$ cat src/rtl/brc_pkg.sv
// Shared constants for the board register bank: data width, offset width
// and the byte offsets the host decodes. Assumes halfword-aligned offsets.
package brc_pkg;
    localparam int HW     = 16;
    localparam int ADDR_W = 13;

    localparam logic [ADDR_W-1:0] OFF_STAT_LO = 13'h0020;
    localparam logic [ADDR_W-1:0] OFF_STAT_HI = 13'h0022;
    localparam logic [ADDR_W-1:0] OFF_MASK_LO = 13'h0030;
    localparam logic [ADDR_W-1:0] OFF_MASK_HI = 13'h0032;
    localparam logic [ADDR_W-1:0] OFF_SW0     = 13'h0070;
    localparam logic [ADDR_W-1:0] OFF_SW1     = 13'h0072;
    localparam logic [ADDR_W-1:0] OFF_SW2     = 13'h0074;
    localparam logic [ADDR_W-1:0] OFF_SW3     = 13'h0076;
    localparam logic [ADDR_W-1:0] OFF_BLIGHT  = 13'h10B4;
    localparam logic [ADDR_W-1:0] OFF_RST0    = 13'h10D0;
    localparam logic [ADDR_W-1:0] OFF_RST1    = 13'h10D2;
    localparam logic [ADDR_W-1:0] OFF_MODE    = 13'h10E0;
    localparam logic [ADDR_W-1:0] OFF_VER     = 13'h1100;

    localparam int MODE_LSB = 8;
    localparam int ETH_RST_BIT = 2;
endpackage

$ cat src/rtl/brc_sync.sv
// Multi-flop synchronizer for a vector of slow external levels.
// Assumes every bit changes slowly enough that bits need no coherence
// between them. Output is zero during reset.
module brc_sync #(
    parameter int W      = 8,
    parameter int STAGES = 2
) (
    input  logic         clk,
    input  logic         rst_n,
    input  logic [W-1:0] d_i,
    output logic [W-1:0] q_o
);
    logic [W-1:0] stage_q [STAGES];

    // Purpose: shift the input level along the flop chain.
    always_ff @(posedge clk) begin
        if (!rst_n) begin
            for (int i = 0; i < STAGES; i++) stage_q[i] <= '0;
        end else begin
            stage_q[0] <= d_i;
            for (int i = 1; i < STAGES; i++) stage_q[i] <= stage_q[i-1];
        end
    end

    assign q_o = stage_q[STAGES-1];
endmodule

$ cat src/rtl/brc_irq_agg.sv
// Interrupt mask bank and aggregation. Holds one mask halfword for each
// group of 16 sources (1 = blocked) and drives a registered active-low
// request. Assumes the status input is already synchronized.
module brc_irq_agg #(
    parameter int NUM_SRC = 32
) (
    input  logic                      clk,
    input  logic                      rst_n,
    input  logic [NUM_SRC-1:0]        status_i,
    input  logic [NUM_SRC/16-1:0]     mask_we_i,
    input  logic [15:0]               wdata_i,
    output logic [NUM_SRC-1:0]        mask_o,
    output logic                      irq_n_o
);
    localparam int NHALF = NUM_SRC / 16;

    logic [NUM_SRC-1:0] mask_q;
    logic               irq_n_q;

    for (genvar h = 0; h < NHALF; h++) begin : g_half
        // Purpose: load one mask halfword on its write strobe; all-blocked at reset.
        always_ff @(posedge clk) begin
            if (!rst_n)            mask_q[h*16 +: 16] <= 16'hFFFF;
            else if (mask_we_i[h]) mask_q[h*16 +: 16] <= wdata_i;
        end
    end

    // Purpose: register the OR of all passed sources as an active-low request.
    always_ff @(posedge clk) begin
        if (!rst_n) irq_n_q <= 1'b1;
        else        irq_n_q <= ~(|(status_i & ~mask_q));
    end

    assign mask_o  = mask_q;
    assign irq_n_o = irq_n_q;

    AST_MASK_RESET_ALL: assert property (@(posedge clk) disable iff (!rst_n)
        $rose(rst_n) |-> (&mask_q && irq_n_q));
    AST_ALL_MASKED_QUIET: assert property (@(posedge clk) disable iff (!rst_n)
        (&$past(mask_q)) |-> irq_n_q);
    AST_SRC0_PASSES: assert property (@(posedge clk) disable iff (!rst_n)
        ($past(status_i[0]) && !$past(mask_q[0])) |-> !irq_n_q);
endmodule

$ cat src/rtl/brc_ctl_regs.sv
// Board control registers: two device reset words and the backlight bit.
// Assumes write strobes are one-hot and come from the top-level decode.
module brc_ctl_regs (
    input  logic        clk,
    input  logic        rst_n,
    input  logic        we_rst0_i,
    input  logic        we_rst1_i,
    input  logic        we_bl_i,
    input  logic [15:0] wdata_i,
    output logic [15:0] rst0_o,
    output logic [15:0] rst1_o,
    output logic        bl_o
);
    logic [15:0] rst0_q;
    logic [15:0] rst1_q;
    logic        bl_q;

    // Purpose: capture host writes into the control registers; clear on reset.
    always_ff @(posedge clk) begin
        if (!rst_n) begin
            rst0_q <= '0;
            rst1_q <= '0;
            bl_q   <= 1'b0;
        end else begin
            if (we_rst0_i) rst0_q <= wdata_i;
            if (we_rst1_i) rst1_q <= wdata_i;
            if (we_bl_i)   bl_q   <= wdata_i[0];
        end
    end

    assign rst0_o = rst0_q;
    assign rst1_o = rst1_q;
    assign bl_o   = bl_q;

    AST_CTL_HOLD_NO_WRITE: assert property (@(posedge clk) disable iff (!rst_n)
        !(we_rst0_i || we_rst1_i || we_bl_i) |=> $stable({rst0_q, rst1_q, bl_q}));
endmodule

$ cat src/rtl/brc_regbank.sv
// Top of the board register bank. It decodes the halfword host port,
// synchronizes external levels, instantiates the interrupt aggregator and
// the control registers, and registers read data.
// Assumes one access per cycle and that the version straps are constant.
module brc_regbank
    import brc_pkg::*;
#(
    parameter int          NUM_SRC  = 32,
    parameter int          SYNC_STG = 2,
    parameter logic [7:0]  CPU_REV  = 8'h12,
    parameter logic [7:0]  BASE_REV = 8'h34
) (
    input  logic              clk,
    input  logic              rst_n,
    input  logic              bus_sel_i,
    input  logic              bus_wr_i,
    input  logic [12:0]       bus_addr_i,
    input  logic [15:0]       bus_wdata_i,
    output logic [15:0]       bus_rdata_o,
    input  logic [31:0]       irq_src_i,
    input  logic [63:0]       bus_sw_i,
    input  logic [2:0]        clk_mode_i,
    output logic              irq_n_o,
    output logic [15:0]       dev_rst0_o,
    output logic [15:0]       dev_rst1_o,
    output logic              eth_rst_o,
    output logic              backlight_o
);
    localparam int NHALF = NUM_SRC / 16;
    localparam int SW_W  = 64;

    logic [NUM_SRC-1:0] src_sync;
    logic [SW_W-1:0]    sw_sync;
    logic [2:0]         mode_sync;
    logic [NUM_SRC-1:0] mask_w;
    logic [NHALF-1:0]   mask_we;
    logic               wr_en, rd_en;
    logic               hit;
    logic [HW-1:0]      rd_mux;
    logic [HW-1:0]      rdata_q;

    brc_sync #(.W(NUM_SRC), .STAGES(SYNC_STG)) u_sync_src (
        .clk(clk), .rst_n(rst_n), .d_i(irq_src_i), .q_o(src_sync));
    brc_sync #(.W(SW_W), .STAGES(SYNC_STG)) u_sync_sw (
        .clk(clk), .rst_n(rst_n), .d_i(bus_sw_i), .q_o(sw_sync));
    brc_sync #(.W(3), .STAGES(SYNC_STG)) u_sync_mode (
        .clk(clk), .rst_n(rst_n), .d_i(clk_mode_i), .q_o(mode_sync));

    assign wr_en = bus_sel_i &  bus_wr_i;
    assign rd_en = bus_sel_i & ~bus_wr_i;

    assign mask_we[0] = wr_en && (bus_addr_i == OFF_MASK_LO);
    assign mask_we[1] = wr_en && (bus_addr_i == OFF_MASK_HI);

    brc_irq_agg #(.NUM_SRC(NUM_SRC)) u_irq (
        .clk(clk), .rst_n(rst_n), .status_i(src_sync), .mask_we_i(mask_we),
        .wdata_i(bus_wdata_i), .mask_o(mask_w), .irq_n_o(irq_n_o));

    brc_ctl_regs u_ctl (
        .clk(clk), .rst_n(rst_n),
        .we_rst0_i(wr_en && (bus_addr_i == OFF_RST0)),
        .we_rst1_i(wr_en && (bus_addr_i == OFF_RST1)),
        .we_bl_i  (wr_en && (bus_addr_i == OFF_BLIGHT)),
        .wdata_i(bus_wdata_i),
        .rst0_o(dev_rst0_o), .rst1_o(dev_rst1_o), .bl_o(backlight_o));

    assign eth_rst_o = dev_rst0_o[ETH_RST_BIT];

    // Purpose: select the read value for the addressed offset; flag unmapped ones.
    always_comb begin
        rd_mux = '0;
        hit    = 1'b1;
        unique case (bus_addr_i)
            OFF_STAT_LO: rd_mux = src_sync[15:0];
            OFF_STAT_HI: rd_mux = src_sync[31:16];
            OFF_MASK_LO: rd_mux = mask_w[15:0];
            OFF_MASK_HI: rd_mux = mask_w[31:16];
            OFF_SW0:     rd_mux = sw_sync[15:0];
            OFF_SW1:     rd_mux = sw_sync[31:16];
            OFF_SW2:     rd_mux = sw_sync[47:32];
            OFF_SW3:     rd_mux = sw_sync[63:48];
            OFF_BLIGHT:  rd_mux = {15'd0, backlight_o};
            OFF_RST0:    rd_mux = dev_rst0_o;
            OFF_RST1:    rd_mux = dev_rst1_o;
            OFF_MODE:    rd_mux = {5'd0, mode_sync, 8'd0};
            OFF_VER:     rd_mux = {CPU_REV, BASE_REV};
            default:     hit    = 1'b0;
        endcase
    end

    // Purpose: register read data on each read request.
    always_ff @(posedge clk) begin
        if (!rst_n)     rdata_q <= '0;
        else if (rd_en) rdata_q <= rd_mux;
    end

    assign bus_rdata_o = rdata_q;

    AST_UNMAPPED_ZERO: assert property (@(posedge clk) disable iff (!rst_n)
        (rd_en && !hit) |=> (bus_rdata_o == 16'h0000));
    AST_ETH_FOLLOWS_WORD0: assert property (@(posedge clk) disable iff (!rst_n)
        (wr_en && bus_addr_i == OFF_RST0) |=> (eth_rst_o == $past(bus_wdata_i[ETH_RST_BIT])));
endmodule

$ cat config.mk
export PLATFORM = sky130hd
export DESIGN_NAME = brc_regbank
export DESIGN_NICKNAME = d
export VERILOG_FILES = /design/src/rtl/brc_pkg.sv /design/src/rtl/brc_sync.sv /design/src/rtl/brc_irq_agg.sv /design/src/rtl/brc_ctl_regs.sv /design/src/rtl/brc_regbank.sv
export SDC_FILE = /design/constraint.sdc
export NUM_CORES = 1
export LEC_CHECK = 0
export BUFFER_PORTS_ARGS = -buffer_cell sky130_fd_sc_hd__buf_4
export CORE_MARGIN = 1.5
export CORE_UTILIZATION = 50
export CTS_CLUSTER_SIZE = 25
export DETAILED_ROUTE_END_ITERATION = 6
export PLACE_DENSITY_LB_ADDON = 0.08
export SLEW_MARGIN = 25
export SYNTH_ARGS = -nofsm -noshare
export SYNTH_HDL_FRONTEND = slang
export SYNTH_SLANG_ARGS = --single-unit
$ cat constraint.sdc
create_clock -name clk -period 1.8 [get_ports clk]
set_input_delay 0.18 -clock clk [delete_from_list [all_inputs] [get_ports clk]]
set_output_delay 0.18 -clock clk [all_outputs]
set_load 0.005 [all_outputs]
# --- Yosys cells after proc, flatten, opt, wreduce, memory -nomap -nowiden ---
# Memories as Yosys holds them, arrays and structs flattened.
# Index checks and enable logic that the tools add are counted.
# W data, S select, Z words.
totals:
  memories: 3
  in_bits: 132
  mem_bits_rw: 198
  wordCells: 50
  reg_bits: 82
mem_list:
  columns: ["name", "depth", "word_bits", "read_ports", "rd_ports_with_merged_regs", "write_ports", "line_no", "source"]
  rows:
  - ["u_sync_sw.stage_q", 2, 64, 2, 0, 2, "brc_sync.sv:13", "logic [W-1:0] stage_q [STAGES];"]
  - ["u_sync_src.stage_q", 2, 32, 2, 0, 2, "brc_sync.sv:13", null]
  - ["u_sync_mode.stage_q", 2, 3, 2, 0, 2, "brc_sync.sv:13", null]
classes:
  n_mux: 9
  bitwise_logic: 12
  n_eq_ne: 13
  reduce_logical: 6
ops:
  columns: ["operator", "count"]
  rows:
  - ["$pmux W16 S13", 1]
  - ["$mux W64", 2]
  - ["$eq A13 B13 Y1 const B", 5]
  - ["$mux W32", 2]
  - ["$eq A13 B6 Y1 const B", 4]
  - ["$eq A13 B7 Y1 const B", 4]
  - ["$and A32 B32 Y32", 1]
  - ["$not A32 Y32", 1]
  - ["$reduce_or A32 Y1", 1]
  - ["$mux W3", 2]
  - ["$or A1 B1 Y1", 6]
  - ["$logic_and A1 B1 Y1", 5]
  - ["$and A1 B1 Y1", 2]
  - ["$mux W1", 2]
  - ["$not A1 Y1", 2]

# --- Longest topological paths before layout ---
# Gate-level depths: netlist of the first run.
depth:
  depth_word: 4
  depth_mapped: 8

# --- Hierarchy ---
# A second synthesis of the first run with hierarchy kept.
hier_totals:
  hier_cells: 1077
  hier_area_um2: 11195.7
by_module_without_submodules:
  columns: ["mod", "cells_each", "seq_area_each_um2", "instances", "area_per_inst_um2"]
  rows:
  - ["brc_sync (u_sync_sw)", 334, 2562.5, 1, 4031.4]
  - ["brc_regbank", 298, 320.3, 1, 2278.4]
  - ["brc_sync (u_sync_src)", 166, 1281.2, 1, 2031.9]
  - ["brc_irq_agg", 158, 660.6, 1, 1402.6]
  - ["brc_ctl_regs", 106, 660.6, 1, 1271.2]
  - ["brc_sync (u_sync_mode)", 15, 120.1, 1, 180.2]

# --- Least setup slack after synthesis of the first run ---
# No wires, ideal clock.
synth_timing:
  path_type: "in2reg"
  startpoint: "in bus_addr_i[9]"
  endpoint: "reg rdata_q[7] (netlist: bus_rdata_o[7])"
  path_slack_ps: 13
  path_stages: 6
  setup_time_ps: 86
  required_ps: 1714
  path_buffers: 2
  t_arrival_ps: 1701
  path_cell_list: "or4_4 > buf_6 > or3_4 > buf_6 > o21a_1 > a221oi_2"
synth_between:
  elab_chain_len: 2
  elab_cells_between_ends: 14
synth_lines:
  columns: ["element", "line_no", "source"]
  rows:
  - ["start, declared", "brc_regbank.sv:17", "input logic [12:0] bus_addr_i,"]
  - ["$eq A13 B13 Y1, or another cell as far along", null, null]
  - ["$pmux W16 S13 (*)", "brc_regbank.sv:73", "unique case (bus_addr_i)"]
  - ["end signal, assigned", "brc_regbank.sv:94", "else if (rd_en) rdata_q <= rd_mux;"]
  - ["end, declared", "brc_regbank.sv:40", "logic [HW-1:0] rdata_q;"]
# Mark *: on every way between the ends. The rest lies on a longest branch, timed or not.
# A chain may end at the register's enable or synchronous reset.

==> flow_summary.ini, run 1 <==
[route]
post_drt_wl_per_cell_um = 19.22
drt-initial-drc-count = 727
drt-pass1-iter-count = 5
antenna_left = 0
finalWirelength_um = 32730
vias = 8964
vias_per_cell = 5.264
drc = 0

[cells_and_area]
syn_to_final_growth_pct = 41.05
layout_commonest_cell = dfxtp_1
final_cell_mix = dfxtp_1, buf_4, and2_1, nand2_1, dlygate4sd3_1
n_antenna_cell = 0
drive_gt1_share_pct = 25.96
final_area_mm2 = 0.01463
n_fill_cell = 1518
nNetsFinal = 1545
instances_no_fill = 1703

[sta]
drv_slew = 0
maxSlewHeadroom_pct = 55.76
period_share_pct = 88.56
tightestPinTransition_ns = 0.6636
fmax_ghz = 0.6273
finalHoldViolCount = 0
clock_skew_ns = 0.008430
fin_crit_ns = 1.594
rsz0062_at_grt = false
timing.final.ws_setup_ns = 0.2060
finalSetupViolations = 0

[worst_hold_path]
whs_endpoint = u_sync_src.stage_q[0][4]
hold-path-cell-count = 2
hold_path.class = in -> reg
min_from = rst_n

[yosys]
synth_edf_count = 0
syn_inst = 1054
synthArstFlopShare_pct = 0
syn_area_mm2 = 0.01037
synth_ff_type = dfxtp_1
avgSynthCellArea_um2 = 9.841
ys_types = 72
syn-num-nets = 1186
yosysWarnings = 0
ys_ff_latch = 280
ys_seq_area_share_pct = 54.04

[clocking]
clock_latency_ns = 0.54
cts_tree = built
ctsRootBufferMaster = clkbuf_16
clock_sinks = 280
hold_buffers = 115
ctsResizeCount = 0
cts_made_buffers = 27
clockBufferDepth = 3
clkTransAtPathRegs_ns = 0.07
cts_setup_buffers = 0
cts_max_level = 1

[global_routing]
grt_usage_pct = 30.22
antenna_found_initial = 0
grt_overflow_total = 0
grt_pass1_vias = 8720
grt_first_pass_wirelength_um = 49900
grt_max_degree = 84

[setup_path]
worstPathCellList = mux4_2, nand2_1, o22ai_1, a2111oi_0, nor3_1
start_kind = flip-flop
rrSetupSlack_ns = 0.21
cp-end-kind = flip-flop
max_stage_delay_ns = 0.46
crit_family = compound AO/OA/AOI/OAI gates
criticalPathCategory = reg -> reg
crit-reg2reg-launch = u_sync_sw.stage_q[0][66]
critPathMaxFanout = 1
rr_worst_depth = 5
arrival_ns = 2.00
critPathRequiredTime_ns = 2.21
worst-path-buf-inv = 0
cpMaxStageDelayCell = mux4_2
reg2reg_to = bus_rdata_o[2]

[floorplanning]
fp.dieH_um = 147.0
pin_count = 183
die_x_um = 147.0
die-area_mm2 = 0.02162
start_util_pct = 51.10
coreArea_mm2 = 0.02030
fp-row-count = 52

[flow_run]
drv_cap = 0

[placed_design]
postPlaceCellArea_mm2 = 0.01261
dp_hpwl_um = 23070
portBuffers = 182
gp_congestion = 0.9568
placed_cells = 1539
pre_cts_slack_ns = -0.2516

[pwr]
finalPower_mw = 13.08
ir_drop_mv = 0.7884
power_density_mw_per_mm2 = 893.8
power.leakage_nw = 6.089

[status]
outcome = finished clean
## registers in the layout (all words and copies together) (netlist names), 6 cells and up
name	flops
bus_rdata_o	16
u_sync_sw.stage_q	128
u_irq.mask_o	32
u_sync_mode.stage_q	6
u_sync_src.stage_q	64
u_ctl.rst1_o	16
u_ctl.rst0_o	16
## worst register-to-register path: stages (launching register included)
cell and delay, ns:
dfxtp_1 0.31, mux4_2 0.46, nand2_1 0.13, o22ai_1 0.11, a2111oi_0 0.38, nor3_1 0.07
## worst max-delay path by stage
stage | to | slack, ns | cells after the start | start
floorplan | bus_rdata_o[7] | 0.01 | 6 | bus_addr_i[9]
global placement | bus_rdata_o[5] | -0.31 | 7 | bus_addr_i[0]
detailed placement | bus_rdata_o[11] | -0.25 | 6 | bus_addr_i[1]
CTS | bus_rdata_o[11] | 0.20 | 5 | u_sync_sw.stage_q[0][107]
global route | bus_rdata_o[2] | 0.02 | 5 | u_sync_sw.stage_q[0][66]
finish | bus_rdata_o[2] | 0.21 | 5 | u_sync_sw.stage_q[0][66]
## synth_stat cells, drive strengths merged, types with 3 or more instances
cell / n / area [um2]
dfxtp: 280 / 5605
or4b: 3 / 37.54
clkbuf: 37 / 138.9
nor4b: 6 / 67.56
inv: 34 / 127.6
nand4: 3 / 18.77
and2: 204 / 1276
o21ai: 11 / 66.32
a22oi: 20 / 150.1
a2111oi: 4 / 53.81
nor3: 7 / 40.04
and3: 3 / 18.77
a211oi: 6 / 50.05
mux2: 7 / 78.83
nor2: 26 / 97.59
a22o: 3 / 26.28
o2bb2ai: 3 / 26.28
nand3: 29 / 145.1
nor4: 13 / 132.6
o22ai: 20 / 125.1
o211ai: 8 / 60.06
a221oi: 18 / 195.2
a311oi: 4 / 60.06
a32o: 4 / 40.04
a32oi: 5 / 43.79
mux2i: 17 / 170.2
and4: 5 / 43.79
a221o: 6 / 61.31
a21oi: 48 / 247.7
buf: 37 / 259.0
nand2: 146 / 548.0
## per-layer routing
layer | up-vias | GRT usage [%] | routed length [um] | part of all wire (%)
met2 | 423 | 47.03 | 14490 | 44
met3 | 54 | 6.056 | 3132 | 9.6
met1 | 4167 | 42.69 | 14210 | 43
li1 | 4320 | - | - | -
met4 | 0 | 8.700 | 890 | 2.7
met5 | - | 0 | 0 | 0
## stage by stage
stage	TNS, ns	utilization [%]	hold WS, ns
after global routing	0	72.07	0.1327
after floorplan	0	-	0.3042
final	0	72.07	0.1281
after CTS	0	72.07	0.09236
after global placement	-7.950	62.14	0.3876
after detailed placement	-9.223	62.14	0.3903
## cell type report
class	instances	area, um2	area share (%)
clock buffer	35	715.7	4.892
clock inverter	14	150.1	1.026
inverter	34	127.6	0.8723
multi-input combinational	666	4248	29.03
sequential	280	5605	38.31
tap	270	337.8	2.309
timing repair buffer	404	3446	23.55
## cells by family after synthesis
family,share of synthesized area (%)
AND/OR/NAND/NOR,24.99
multiplexers,2.835
AO/OA/AOI/OAI,13.06
flip-flops,54.04
buffers and inverters,5.066
## power by group
group | switching (mW) | total (mW) | internal [mW]
Combinational | 0.458 | 1.08 | 0.620
Sequential | 0.0792 | 6.49 | 6.41
Clock | 2.39 | 5.51 | 3.13
Total | 2.92 | 13.1 | 10.2
(Power assumes the default switching activity.)
==> run 2: changes to the inputs <==
HOLD_SLACK_MARGIN = 0.15   (was unset)
==> run 2 against run 1 <==
  * Setup slack worse by 0.016 ns
  * Sequential power hardly changed
  * Hold slack better by 0.15 ns
  * Register-to-register slack worse by 0.02 ns
  * Via count is 1.7% higher
  * Non-clock buffer count is 27 higher
  * Power is 0.50% higher
  * Routed wire length is 1.9% higher
  * Clock power hardly changed
  * Global-route usage is 0.64 points higher
  * Critical endpoint is now bus_rdata_o[11]
  * Largest cell class unchanged
  * Highest routed layer unchanged
==> flow_summary.ini, run 2 (synthesis results as in run 1) <==
[cells_and_area]
largest_register_ff_count = 128
syn_to_final_growth_pct = 43.65
layout_commonest_cell = dfxtp_1
top_register = u_sync_sw.stage_q
regArea_mm2 = 0.005605
multiInputGateArea_mm2 = 0.004248
final_cell_mix = dfxtp_1, buf_4, and2_1, nand2_1, dlygate4sd3_1
n_fill_cell = 1467
final_area_mm2 = 0.01490
drive_gt1_share_pct = 25.48
nNetsFinal = 1572
n_antenna_cell = 0

[setup_path]
max_stage_delay_ns = 0.44
worst-path-buf-inv = 0
crit_family = compound AO/OA/AOI/OAI gates
cp-end-kind = flip-flop
cpMaxStageDelayCell = a221oi_1
worstPathCellList = mux2i_1, nor4_1, a221o_1, a221oi_1, a221oi_2
criticalPathCategory = reg -> reg
critPathMaxFanout = 1
critPathRequiredTime_ns = 2.21
start_kind = flip-flop
arrival_ns = 2.02

[pwr]
power_density_mw_per_mm2 = 882.0
power_frac_comb_pct = 8.6
power_switching_share_pct = 22.45
ir_drop_mv = 0.7914
power.leakage_nw = 6.238
clockPowerShare_pct = 42.0
p_sw_mw = 2.950
p_int_mw = 10.19
pwr-share-seq_pct = 49.4

[clocking]
ctsResizeCount = 0
clock_latency_ns = 0.55
clockBufferDepth = 3
clkTransAtPathRegs_ns = 0.06
cts_tree = built
cts_made_buffers = 27
ctsRootBufferMaster = clkbuf_16
cts_max_level = 1
clock_sinks = 280

[sta]
clock_skew_ns = 0.008464
timing.final.ws_setup_ns = 0.1899
tns_ns = 0
maxSlewHeadroom_pct = 54.20
finalSetupViolations = 0
fin_crit_ns = 1.610
tightestPinTransition_ns = 0.6870
drv_slew = 0
rsz0062_at_grt = false
finalHoldViolCount = 0
fmax_ghz = 0.6211
period_share_pct = 89.45

[route]
post_drt_wl_per_cell_um = 19.27
antenna_left = 0
vias_per_cell = 5.269
finalWirelength_um = 33350
drt-pass1-iter-count = 5
drt-initial-drc-count = 667
drc = 0
vias = 9116

[placed_design]
portBuffers = 182
pre_cts_slack_ns = -0.2516
postPlaceCellArea_mm2 = 0.01261
gp_congestion = 0.9568
dp_hpwl_um = 23070

[floorplanning]
die_x_um = 147.0
fp.dieH_um = 147.0
coreArea_mm2 = 0.02030
pin_count = 183
die-area_mm2 = 0.02162
start_util_pct = 51.10
fp-row-count = 52

[global_routing]
grt_usage_pct = 30.86
antenna_found_initial = 0
grt_max_degree = 84
grt_first_pass_wirelength_um = 50900
grt_pass1_vias = 8907
grt_overflow_total = 0

[flow_run]
drv_cap = 0

[status]
outcome = finished clean

[worst_hold_path]
hold_path.class = in -> reg
==> run 2: what timing repair did <==
item,4_1_cts,5_1_grt
hold buffers,142,0
hold endpoints to repair,173,0
buffers inserted,0,0
==> run 2: final cells by class <==
class | count | area share [%]
clock inverters | 14 | 1.008
clock buffers | 35 | 4.803
well taps | 270 | 2.267
repair buffers | 431 | 24.94
multi-input cells | 666 | 28.51
flip-flops and latches | 280 | 37.62
inverters | 34 | 0.8565
==> run 2: worst paths after layout <==
check,endpoint,slack (ns),startpoint,cells after the start
max,bus_rdata_o[11],0.19,u_sync_sw.stage_q[0][107],5
min,bus_rdata_o[9],0.28,bus_addr_i[5],4
max reg2reg,bus_rdata_o[11],0.19,u_sync_sw.stage_q[0][107],5
min reg2reg,u_sync_sw.stage_q[0][88],0.43,u_sync_sw.stage_q[0][24],1
==> run 2: worst reg2reg max path, delay by kind of cell (launching register included) <==
kind            cells  cell delay, ns
flops               1            0.29
simple gates        1            0.13
compound gates      3            0.86
mux                 1            0.20
==> run 2: power by group through the flow <==
stage | logic (mW) | registers, mW | clock network, mW
4_1_cts | 1.10 | 6.48 | 5.60
3_3_place_gp | 0.850 | 6.62 | 0
2_1_floorplan | 0.390 | 6.58 | 0
5_1_grt | 1.21 | 6.50 | 5.86
3_5_place_dp | 0.854 | 6.62 | 0
6_report | 1.13 | 6.49 | 5.53
==> run 2: routing by layer <==
metal  vias up  routed length, um  track usage (%)  share of wire [%]
li1       4375                  -                -                  -
met1      4266              14290            43.05                 43
met2       424              15020            48.92                 45
met3        51               3171            5.963                9.5
met4         0                864            8.700                2.6
met5         -                  0                0                  0
==> run 2: through the flow <==
step / power, mW / std cells / hold WS [ns] / utilization [%]
floorplan: 6.969 / 1054 / 0.3042 / -
global placement: 7.466 / 1539 / 0.3876 / 62.14
detailed placement: 7.472 / 1539 / 0.3903 / 62.14
CTS: 13.18 / 1730 / 0.2476 / 73.40
global route: 13.57 / 1730 / 0.2737 / 73.40
finish: 13.14 / 1730 / 0.2802 / 73.40
==> run 3: changes to the inputs <==
CORE_UTILIZATION = 33   (was 50)
SYNTH_HIERARCHICAL = 1   (was unset)
==> run 3 against run 2 <==
  * Die area grew 62%
  * Global-route usage shrank 11 points
  * Core utilization shrank 28 points
  * Critical endpoint is now bus_rdata_o[10]
  * Synthesized cell count grew 2.2%
  * Synthesized area grew 7.9%
  * Via count shrank 8.3%
==> flow_summary.ini, run 3 <==
[status]
outcome = finished clean

[sta]
fmax_ghz = 0.5898
fin_crit_ns = 1.696
period_share_pct = 94.20
finalSetupViolations = 0
hold-worst-slack_ns = 0.3469
tightestPinTransition_ns = 0.4878
maxSlewHeadroom_pct = 67.18
rsz0062_at_grt = false
drv_slew = 0
finalHoldViolCount = 0
clock_skew_ns = 0.01071

[floorplanning]
pin_count = 183
start_util_pct = 33.47
coreArea_mm2 = 0.03345
die_x_um = 187.2
die-area_mm2 = 0.03504
fp.dieH_um = 187.2
fp-row-count = 67

[yosys]
syn_inst = 1077
yosysTopAreaCell = dfxtp_1
ys_types = 69
ys_ff_latch = 280
synthArstFlopShare_pct = 0
ys_seq_area_share_pct = 50.07
synth_ff_type = dfxtp_1
yosysWarnings = 6
ys_top_cells_by_count = dfxtp_1, and2_1, buf_4
avgSynthCellArea_um2 = 10.40
yosys.area.top_type_share_pct = 50.07
syn-num-nets = 1209
synth_edf_count = 0
synth_area_leaders = dfxtp_1, mux2i_1, buf_4
synth_most_common_cell = dfxtp_1
syn_area_mm2 = 0.01120

[cells_and_area]
instances_no_fill = 1846
layout_commonest_cell = buf_4
final_cell_mix = buf_4, dfxtp_1, dlygate4sd3_1, and2_1, mux2i_1
nNetsFinal = 1509
final_area_mm2 = 0.01523
syn_to_final_growth_pct = 36.07
drive_gt1_share_pct = 34.48
fin_util_pct = 45.55
n_antenna_cell = 0
largest_register_ff_count = 128
top_register = u_sync_sw/stage_q

[placed_design]
portBuffers = 182
dp_hpwl_um = 26320
gp_congestion = 0.8576
postPlaceCellArea_mm2 = 0.01308
placed_cells = 1674

[global_routing]
antenna_found_initial = 0
grt_first_pass_wirelength_um = 52120
grt_pass1_vias = 8279
grt_usage_pct = 19.66
grt_overflow_total = 0
grt_max_degree = 130

[flow_run]
drv_cap = 0

[route]
vias_per_cell = 4.527
vias = 8356
drc = 0
drt-pass1-iter-count = 5
finalWirelength_um = 34690
post_drt_wl_per_cell_um = 18.79
drt-initial-drc-count = 527
antenna_left = 0

[setup_path]
critPathRequiredTime_ns = 2.25
arrival_ns = 2.14
criticalPathCategory = reg -> reg
cp-end-kind = flip-flop
critPathMaxFanout = 2
start_kind = flip-flop

[clocking]
clock_latency_ns = 0.56
clock_sinks = 280
clockBufferDepth = 3
ctsRootBufferMaster = clkbuf_16
clkTransAtPathRegs_ns = 0.06
cts_max_level = 1
cts_made_buffers = 31
cts_tree = built

[worst_hold_path]
hold_path.class = in -> reg

[pwr]
power.leakage_nw = 6.221
power_density_mw_per_mm2 = 883.6
ir_drop_mv = 0.6539
-- run 3: cell types whose count changed in the layout (fill, tap and decap cells not counted), moves of 18 or more --
cell | before | now
and2_1 | 204 | 109
and2_2 | 0 | 91
nand2_1 | 146 | 69
mux2i_1 | 17 | 92
a21oi_1 | 46 | 11
nor2b_1 | 2 | 34
nand3_1 | 29 | 4
dlygate4sd3_1 | 142 | 118
buf_4 | 279 | 297
-- run 3: cells by family after synthesis --
kind of cell	share of synthesized area, %
buffers and inverters	11.39
AND/OR/NAND/NOR	22.02
multiplexers	9.131
AO/OA/AOI/OAI	7.398
flip-flops	50.07
-- run 3: through the flow --
stage	total power, mW	setup TNS (ns)	worst slack, ns
after CTS	13.64	0	0.08657
final	13.46	0	0.1044
after detailed placement	7.455	-26.76	-0.4204
after global placement	7.459	-25.06	-0.3995
after global routing	14.00	0	0.005911
after floorplan	7.083	-10.70	-0.3088
-- run 3: final timing paths --
check,from,end,slack (ns),cells past startpoint
setup / recovery,u_sync_src/stage_q[0][58],bus_rdata_o[10],0.10,6
hold / removal,bus_addr_i[4],bus_rdata_o[5],0.35,6
setup reg to reg,u_sync_src/stage_q[0][58],bus_rdata_o[10],0.10,6
hold reg to reg,u_sync_sw/stage_q[0][37],u_sync_sw/stage_q[0][101],0.43,1
-- run 3: worst max-delay path: stages, from the launching register on --
cell and delay [ns]:
dfxtp_1 0.34, mux2_2 0.31, nand2_1 0.08, o22ai_1 0.07, a221o_1 0.39, a2111oi_4 0.35, nor3_2 0.05
-- run 3: area by class of cell --
type | count | area [um2]
clock buffer | 45 | 898.4
clock inverter | 9 | 62.56
fill | 3241 | 18210
inverter | 33 | 123.9
multi-input combinational | 606 | 4382
sequential | 280 | 5605
tap | 448 | 560.5
timing repair buffer | 425 | 3602
-- run 3: metal layers --
layer / vias up / GRT usage [%] / routed length (um)
met1: 3923 / 30.07 / 17860
li1: 4120 / - / -
met4: 0 / 4.839 / 715
met3: 39 / 3.358 / 2111
met2: 274 / 28.31 / 14010
met5: - / 0 / 0
-- run 3: what timing repair did --
action / CTS / global route
setup endpoints to repair: 0 / 1
hold buffers: 118 / 0
resized for setup: 0 / 1
hold endpoints to repair: 168 / 0
buffers inserted: 0 / 0
-- run 3: where the power goes --
part	leakage [nW]	switching [mW]	total (mW)	internal, mW
Clock	0.462	2.51	5.94	3.44
Combinational	3.46	0.395	1.02	0.622
Sequential	2.30	0.0927	6.50	6.41
Total	6.22	3.00	13.5	10.5
